[config.mk]
export PLATFORM = sky130hd
export DESIGN_NAME = script_branch_eval
export DESIGN_NICKNAME = d
export VERILOG_FILES = /design/src/rtl/sbc_pkg.sv /design/src/rtl/sbc_phase_capture.sv /design/src/rtl/sbc_cond_eval.sv /design/src/rtl/sbc_target_sel.sv /design/src/rtl/script_branch_eval.sv
export SDC_FILE = /design/constraint.sdc
export NUM_CORES = 1
export LEC_CHECK = 0
export BUFFER_PORTS_ARGS = -buffer_cell sky130_fd_sc_hd__buf_2
export CAP_MARGIN = 10
export CORE_MARGIN = 2
export CORE_UTILIZATION = 25
export DETAILED_ROUTE_END_ITERATION = 6
export SLEW_MARGIN = 20
export SYNTH_ARGS = -nofsm -noshare
export SYNTH_HDL_FRONTEND = slang
export SYNTH_SLANG_ARGS = --single-unit
export TNS_END_PERCENT = 50
[constraint.sdc]
create_clock -name clk -period 3.7 [get_ports clk]
set_input_delay 0.74 -clock clk [delete_from_list [all_inputs] [get_ports clk]]
set_output_delay 0.74 -clock clk [all_outputs]
set_load 0.005 [all_outputs]
[src/rtl/sbc_pkg.sv]
package sbc_pkg;

    localparam int PTR_W  = 32;
    localparam int OFS_W  = 24;
    localparam int DATA_W = 8;
    localparam int PH_W   = 3;

    typedef enum logic [PH_W-1:0] {
        PH_DATA_OUT = 3'b000,
        PH_DATA_IN  = 3'b001,
        PH_COMMAND  = 3'b010,
        PH_STATUS   = 3'b011,
        PH_RSV_OUT  = 3'b100,
        PH_RSV_IN   = 3'b101,
        PH_MSG_OUT  = 3'b110,
        PH_MSG_IN   = 3'b111
    } bus_phase_e;

    typedef enum logic [1:0] {
        XK_JUMP   = 2'b00,
        XK_CALL   = 2'b01,
        XK_RETURN = 2'b10,
        XK_INTR   = 2'b11
    } xfer_kind_e;

    typedef struct packed {
        xfer_kind_e              kind;
        logic                    carry_test;
        logic                    phase_en;
        logic                    data_en;
        logic                    if_true;
        logic                    fly_irq;
        logic                    rel;
        bus_phase_e              want_phase;
        logic [DATA_W-1:0]       want_data;
        logic [PTR_W-1:0]        target;
    } xfer_instr_t;

    typedef struct packed {
        logic                    taken;
        logic [PTR_W-1:0]        pc;
    } branch_res_t;

    function automatic logic kind_allows_rel(xfer_kind_e k);
        return (k == XK_JUMP) || (k == XK_CALL);
    endfunction

    function automatic logic [PTR_W-1:0] offset_add(logic [PTR_W-1:0] base,
                                                    logic [OFS_W-1:0] ofs);
        logic [PTR_W-1:0] ext;
        ext = {{(PTR_W-OFS_W){ofs[OFS_W-1]}}, ofs};
        return base + ext;
    endfunction

endpackage

[src/rtl/sbc_phase_capture.sv]
module sbc_phase_capture
    import sbc_pkg::*;
(
    input  logic             clk,
    input  logic             rst,
    input  logic             req_strobe,
    input  logic [PH_W-1:0]  lines,
    output bus_phase_e       phase_q
);
    logic req_d;
    logic req_rise;

    assign req_rise = req_strobe & ~req_d;

    always_ff @(posedge clk) begin
        if (rst) begin
            req_d   <= 1'b0;
            phase_q <= PH_DATA_OUT;
        end else begin
            req_d <= req_strobe;
            if (req_rise) phase_q <= bus_phase_e'(lines);
        end
    end
endmodule

[src/rtl/sbc_cond_eval.sv]
module sbc_cond_eval
    import sbc_pkg::*;
(
    input  xfer_instr_t        instr,
    input  bus_phase_e         cur_phase,
    input  logic [DATA_W-1:0]  bus_data,
    input  logic               alu_carry,
    input  logic               target_mode,
    output logic               taken
);
    logic phase_act;
    logic phase_ok;
    logic data_ok;
    logic any_test;
    logic matched;

    always_comb begin
        phase_act = instr.phase_en & ~target_mode;
        phase_ok  = ~phase_act | (cur_phase == instr.want_phase);
        data_ok   = ~instr.data_en | (bus_data == instr.want_data);
        any_test  = instr.carry_test | phase_act | instr.data_en;
        matched   = instr.carry_test ? alu_carry : (phase_ok & data_ok);
        taken     = ~any_test | (matched == instr.if_true);
    end
endmodule

[src/rtl/sbc_target_sel.sv]
module sbc_target_sel
    import sbc_pkg::*;
(
    input  xfer_instr_t       instr,
    input  logic [PTR_W-1:0]  next_ptr,
    input  logic              taken,
    output branch_res_t       res
);
    logic [PTR_W-1:0] dest;

    always_comb begin
        if (instr.rel && kind_allows_rel(instr.kind))
            dest = offset_add(next_ptr, instr.target[OFS_W-1:0]);
        else
            dest = instr.target;
        res.taken = taken;
        res.pc    = taken ? dest : next_ptr;
    end
endmodule

[src/rtl/script_branch_eval.sv]
module script_branch_eval
    import sbc_pkg::*;
(
    input  logic               clk,
    input  logic               rst,
    input  logic               req_strobe,
    input  logic               ph_msg,
    input  logic               ph_cd,
    input  logic               ph_io,
    input  logic               target_mode,
    input  logic               instr_valid,
    input  logic [1:0]         instr_kind,
    input  logic               instr_carry_test,
    input  logic               instr_phase_en,
    input  logic               instr_data_en,
    input  logic               instr_if_true,
    input  logic               instr_fly_irq,
    input  logic               instr_rel,
    input  logic [PH_W-1:0]    instr_phase,
    input  logic [DATA_W-1:0]  instr_data,
    input  logic [PTR_W-1:0]   instr_target,
    input  logic [DATA_W-1:0]  bus_data,
    input  logic               alu_carry,
    input  logic [PTR_W-1:0]   next_ptr,
    input  logic               fly_clear,
    output logic               res_valid,
    output logic               branch_taken,
    output logic [PTR_W-1:0]   next_pc,
    output logic               fly_status
);
    xfer_instr_t ins;
    bus_phase_e  lat_phase;
    logic        cond_taken;
    branch_res_t res_d;

    always_comb begin
        ins.kind       = xfer_kind_e'(instr_kind);
        ins.carry_test = instr_carry_test;
        ins.phase_en   = instr_phase_en;
        ins.data_en    = instr_data_en;
        ins.if_true    = instr_if_true;
        ins.fly_irq    = instr_fly_irq;
        ins.rel        = instr_rel;
        ins.want_phase = bus_phase_e'(instr_phase);
        ins.want_data  = instr_data;
        ins.target     = instr_target;
    end

    sbc_phase_capture u_cap (
        .clk        (clk),
        .rst        (rst),
        .req_strobe (req_strobe),
        .lines      ({ph_msg, ph_cd, ph_io}),
        .phase_q    (lat_phase)
    );

    sbc_cond_eval u_cond (
        .instr       (ins),
        .cur_phase   (lat_phase),
        .bus_data    (bus_data),
        .alu_carry   (alu_carry),
        .target_mode (target_mode),
        .taken       (cond_taken)
    );

    sbc_target_sel u_tgt (
        .instr    (ins),
        .next_ptr (next_ptr),
        .taken    (cond_taken),
        .res      (res_d)
    );

    always_ff @(posedge clk) begin
        if (rst) begin
            res_valid    <= 1'b0;
            branch_taken <= 1'b0;
            next_pc      <= '0;
            fly_status   <= 1'b0;
        end else begin
            res_valid <= instr_valid;
            if (instr_valid) begin
                branch_taken <= res_d.taken;
                next_pc      <= res_d.pc;
            end else begin
                branch_taken <= 1'b0;
            end
            if (instr_valid && res_d.taken && instr_fly_irq)
                fly_status <= 1'b1;
            else if (fly_clear)
                fly_status <= 1'b0;
        end
    end
endmodule

==> summary.txt <==
Die
  • FP Rows: 45
  • Initial Util: 25.4%
  • Die area: 0.0163 sq mm
  • Die extent in x: 128 microns
  • Die Y: 128 microns
  • Core area: 0.0151 sq mm
  • Ports: 136

Route
  • Via density: 5.03
  • Final WL: 12800 microns
  • Total number of vias: 4137
  • First DRT Iteration DRCs: 192
  • Router iterations before antenna repair: 4
  • WL/cell: 15.5 microns
  • DRC Markers: 0
  • Antenna-violating nets left: 0

Timing
  • Skew final: 8.91 ps
  • RSZ-0062 raised after global routing: false
  • Max Fclk: 288 MHz
  • Tightest Pin Transition: 931 ps
  • Final hold viol count: 0
  • Setup-failing EPs final: 0
  • Final WS setup: 227 ps
  • Slew Limit Fails: 0
  • Final Cycle Share: 93.9%
  • Fin crit period: 3470 ps
  • Min Hold Slack: 467 ps
  • Max_slew headroom: 37.7%

Layout
  • Area growth, synth to finish: 26.9%
  • Register area: 781 sq um
  • Fin nets: 769
  • Layout cells sized above 1: 25.5%
  • Filler cell count: 1656
  • Diodes inserted: 0
  • Area occupied by multi-input gates: 0.00290 sq mm
  • Design Area, Final: 0.00486 sq mm
  • Non-Filler Instances: 823

Yosys
  • Async SR Flop Fraction: 0%
  • Sequential-to-total area share from yosys stat: 20.4%
  • Prevailing post-synth register cell: dfxtp_1
  • Net Count, Synth: 643
  • FF+latch count, synth: 39
  • Yosys Warn Count: 0
  • Yosys cell types: 54
  • Post-synth EDFFs: 0
  • Post-synth top area share: 20.4%
  • Synthesized area per cell: 7.51 sq um
  • Post-synth top cells: nor2_1 (55), a21oi_1 (51), nand2_1 (44)
  • Mapped Area: 0.00383 sq mm
  • Count leader, synth: nor2_1
  • Mapped Cells: 510
  • Area leader, netlist: dfxtp_1
  • Leading cell types by total area after synthesis: dfxtp_1 (20%), ha_1 (10%), mux2i_1 (7.1%)

Power and ir drop
  • Peak supply drop: 0.165 mV
  • Power density over cell area: 314 mW/mm^2
  • Leak: 2.36 nW
  • Total power: 1.53 mW

Worst hold path
  • Worst hold path type: flop to flop
  • Hold depth: 2

Setup path
  • CP peak stage delay: 470 ps
  • CP max-delay cell: a2111oi_0
  • CP Data Arrival Time: 3630 ps
  • Setup CP Type: input pin to flop
  • CP max FO: 3
  • Worst reg2reg path depth: 11
  • Critical path required time: 3860 ps
  • Most frequent CP cell: a21o_1
  • Setup crit start kind: input pin
  • Worst path cell trace: buf_2, ha_1, fa_1, a21o_1, a21o_1, a21o_1, a31oi_2, o22ai_1, o21a_1, nand4_1, o21ai_0, a2111oi_0, buf_4, nor3_1
  • Crit. End Element: flop

CTS
  • Worst-skew pair later-pin latency: 290 ps
  • Cts-stage hold buffer count: 0
  • Post-CTS Setup Bufs: 0
  • # H-tree levels: 2
  • Post-CTS sizing: 0
  • Clk buf depth: 2
  • TritonCTS Buffers: 5
  • Worst-path clk slew: 70 ps
  • CTS tree: done
  • Sink Count: 39
  • CTS root buf: clkbuf_16

Global routing
  • Global route overflow: 0
  • Vias in the first global route: 3949
  • Antenna violations before repair: 0
  • First-pass GRT wire length: 20300 microns
  • Largest net degree at the start of global routing: 40
  • Tot GR Track Use: 15.5%

Place
  • Routability cong.: 0.839
  • Cell Area, Placed: 0.00473 sq mm
  • Post-Place Cells: 817
  • IO Port Bufs: 134
  • Place WS: -32.0 ps
  • Dpl hpwl: 9840 microns

Status
  • Status: complete, no violations

Run
  • MaxCap Viol Count: 0
[through the flow]
stage	setup TNS [ps]	utilization [%]
after floorplan	0	-
after global placement	-69.7	31.4
after detailed placement	-48.5	31.4
after CTS	0	32.2
after global routing	0	32.2
final	0	32.2
[routing by layer]
metal  up-vias  track usage [%]  part of all wire, %
li1       2108                -                    -
met1      1899             20.7                   48
met2       121             26.6                   46
met3         9             2.80                  5.7
met4         0             2.46                 0.74
met5         -                0                    0
[kinds of logic (layout without fill, tap and decap cells)]
kind of cell	Yosys count	after routing	share of synthesized area, %
buffers and inverters	40	165	4.02
AND/OR/NAND/NOR	173	173	21.4
multiplexers	27	27	7.05
flip-flops	39	39	20.4
adder cells (fa/ha/maj)	32	32	10.6
AO/OA/AOI/OAI	162	162	28.0
XOR/XNOR	37	37	8.46
[report_power, final]
| part | leakage (nW) | internal (mW) | switching (mW) |
|---|---|---|---|
| clock | 0.0628 | 0.244 | 0.190 |
| sequential | 0.322 | 0.456 | 0.0172 |
| combinational | 1.98 | 0.278 | 0.343 |
[worst paths after layout]
kind,startpoint,slack [ps],endpoint
max,instr_target[0],230,next_pc[30]$_SDFFE_PP0P_
min,next_pc[25]$_SDFFE_PP0P_,470,next_pc[25]$_SDFFE_PP0P_
min reg2reg,next_pc[25]$_SDFFE_PP0P_,470,next_pc[25]$_SDFFE_PP0P_
max reg2reg,u_cap.phase_q[0]$_SDFFE_PP0P_,1340,next_pc[30]$_SDFFE_PP0P_
[layout make-up]
class                   count  area share (%)
clock buffers               6            2.65
inverters                  11           0.849
multi-input cells         431            59.6
flip-flops and latches     39            16.1
well taps                 188            4.84
repair buffers            148            16.0
[worst max-delay path, delay by kind of cell]
kind	cells	cell delay, ps
compound gates	8	1850
simple gates	2	120
fa+ha+maj	2	630
buf+inv	2	290
[cells in the final DEF (no fill, tap or decap), types with 5 or more instances in the layout]
cell type | netlist | final
a211oi_1 | 5 | 5
a21o_1 | 22 | 22
a21oi_1 | 51 | 51
and3_1 | 8 | 8
buf_2 | 3 | 134
buf_4 | 0 | 14
clkbuf_16 | 0 | 5
dfxtp_1 | 39 | 39
ha_1 | 31 | 31
inv_1 | 11 | 11
mux2i_1 | 27 | 27
nand2_1 | 44 | 44
nand2b_1 | 12 | 12
nand3_1 | 13 | 13
nand4_1 | 6 | 6
nor2_1 | 55 | 55
nor2b_1 | 10 | 9
nor3_1 | 8 | 8
o211ai_1 | 5 | 5
o21ai_0 | 33 | 33
xnor2_1 | 15 | 15
xor2_1 | 22 | 22
[state kept, by name, summed over array words and instances (netlist names)]
| register | cells |
|---|---|
| res_valid | 1 |
| u_cap.phase_q | 3 |
| next_pc | 32 |
| fly_status | 1 |
| branch_taken | 1 |
| u_cap.req_d | 1 |
Note: power is estimated with default switching activity, not from simulation.
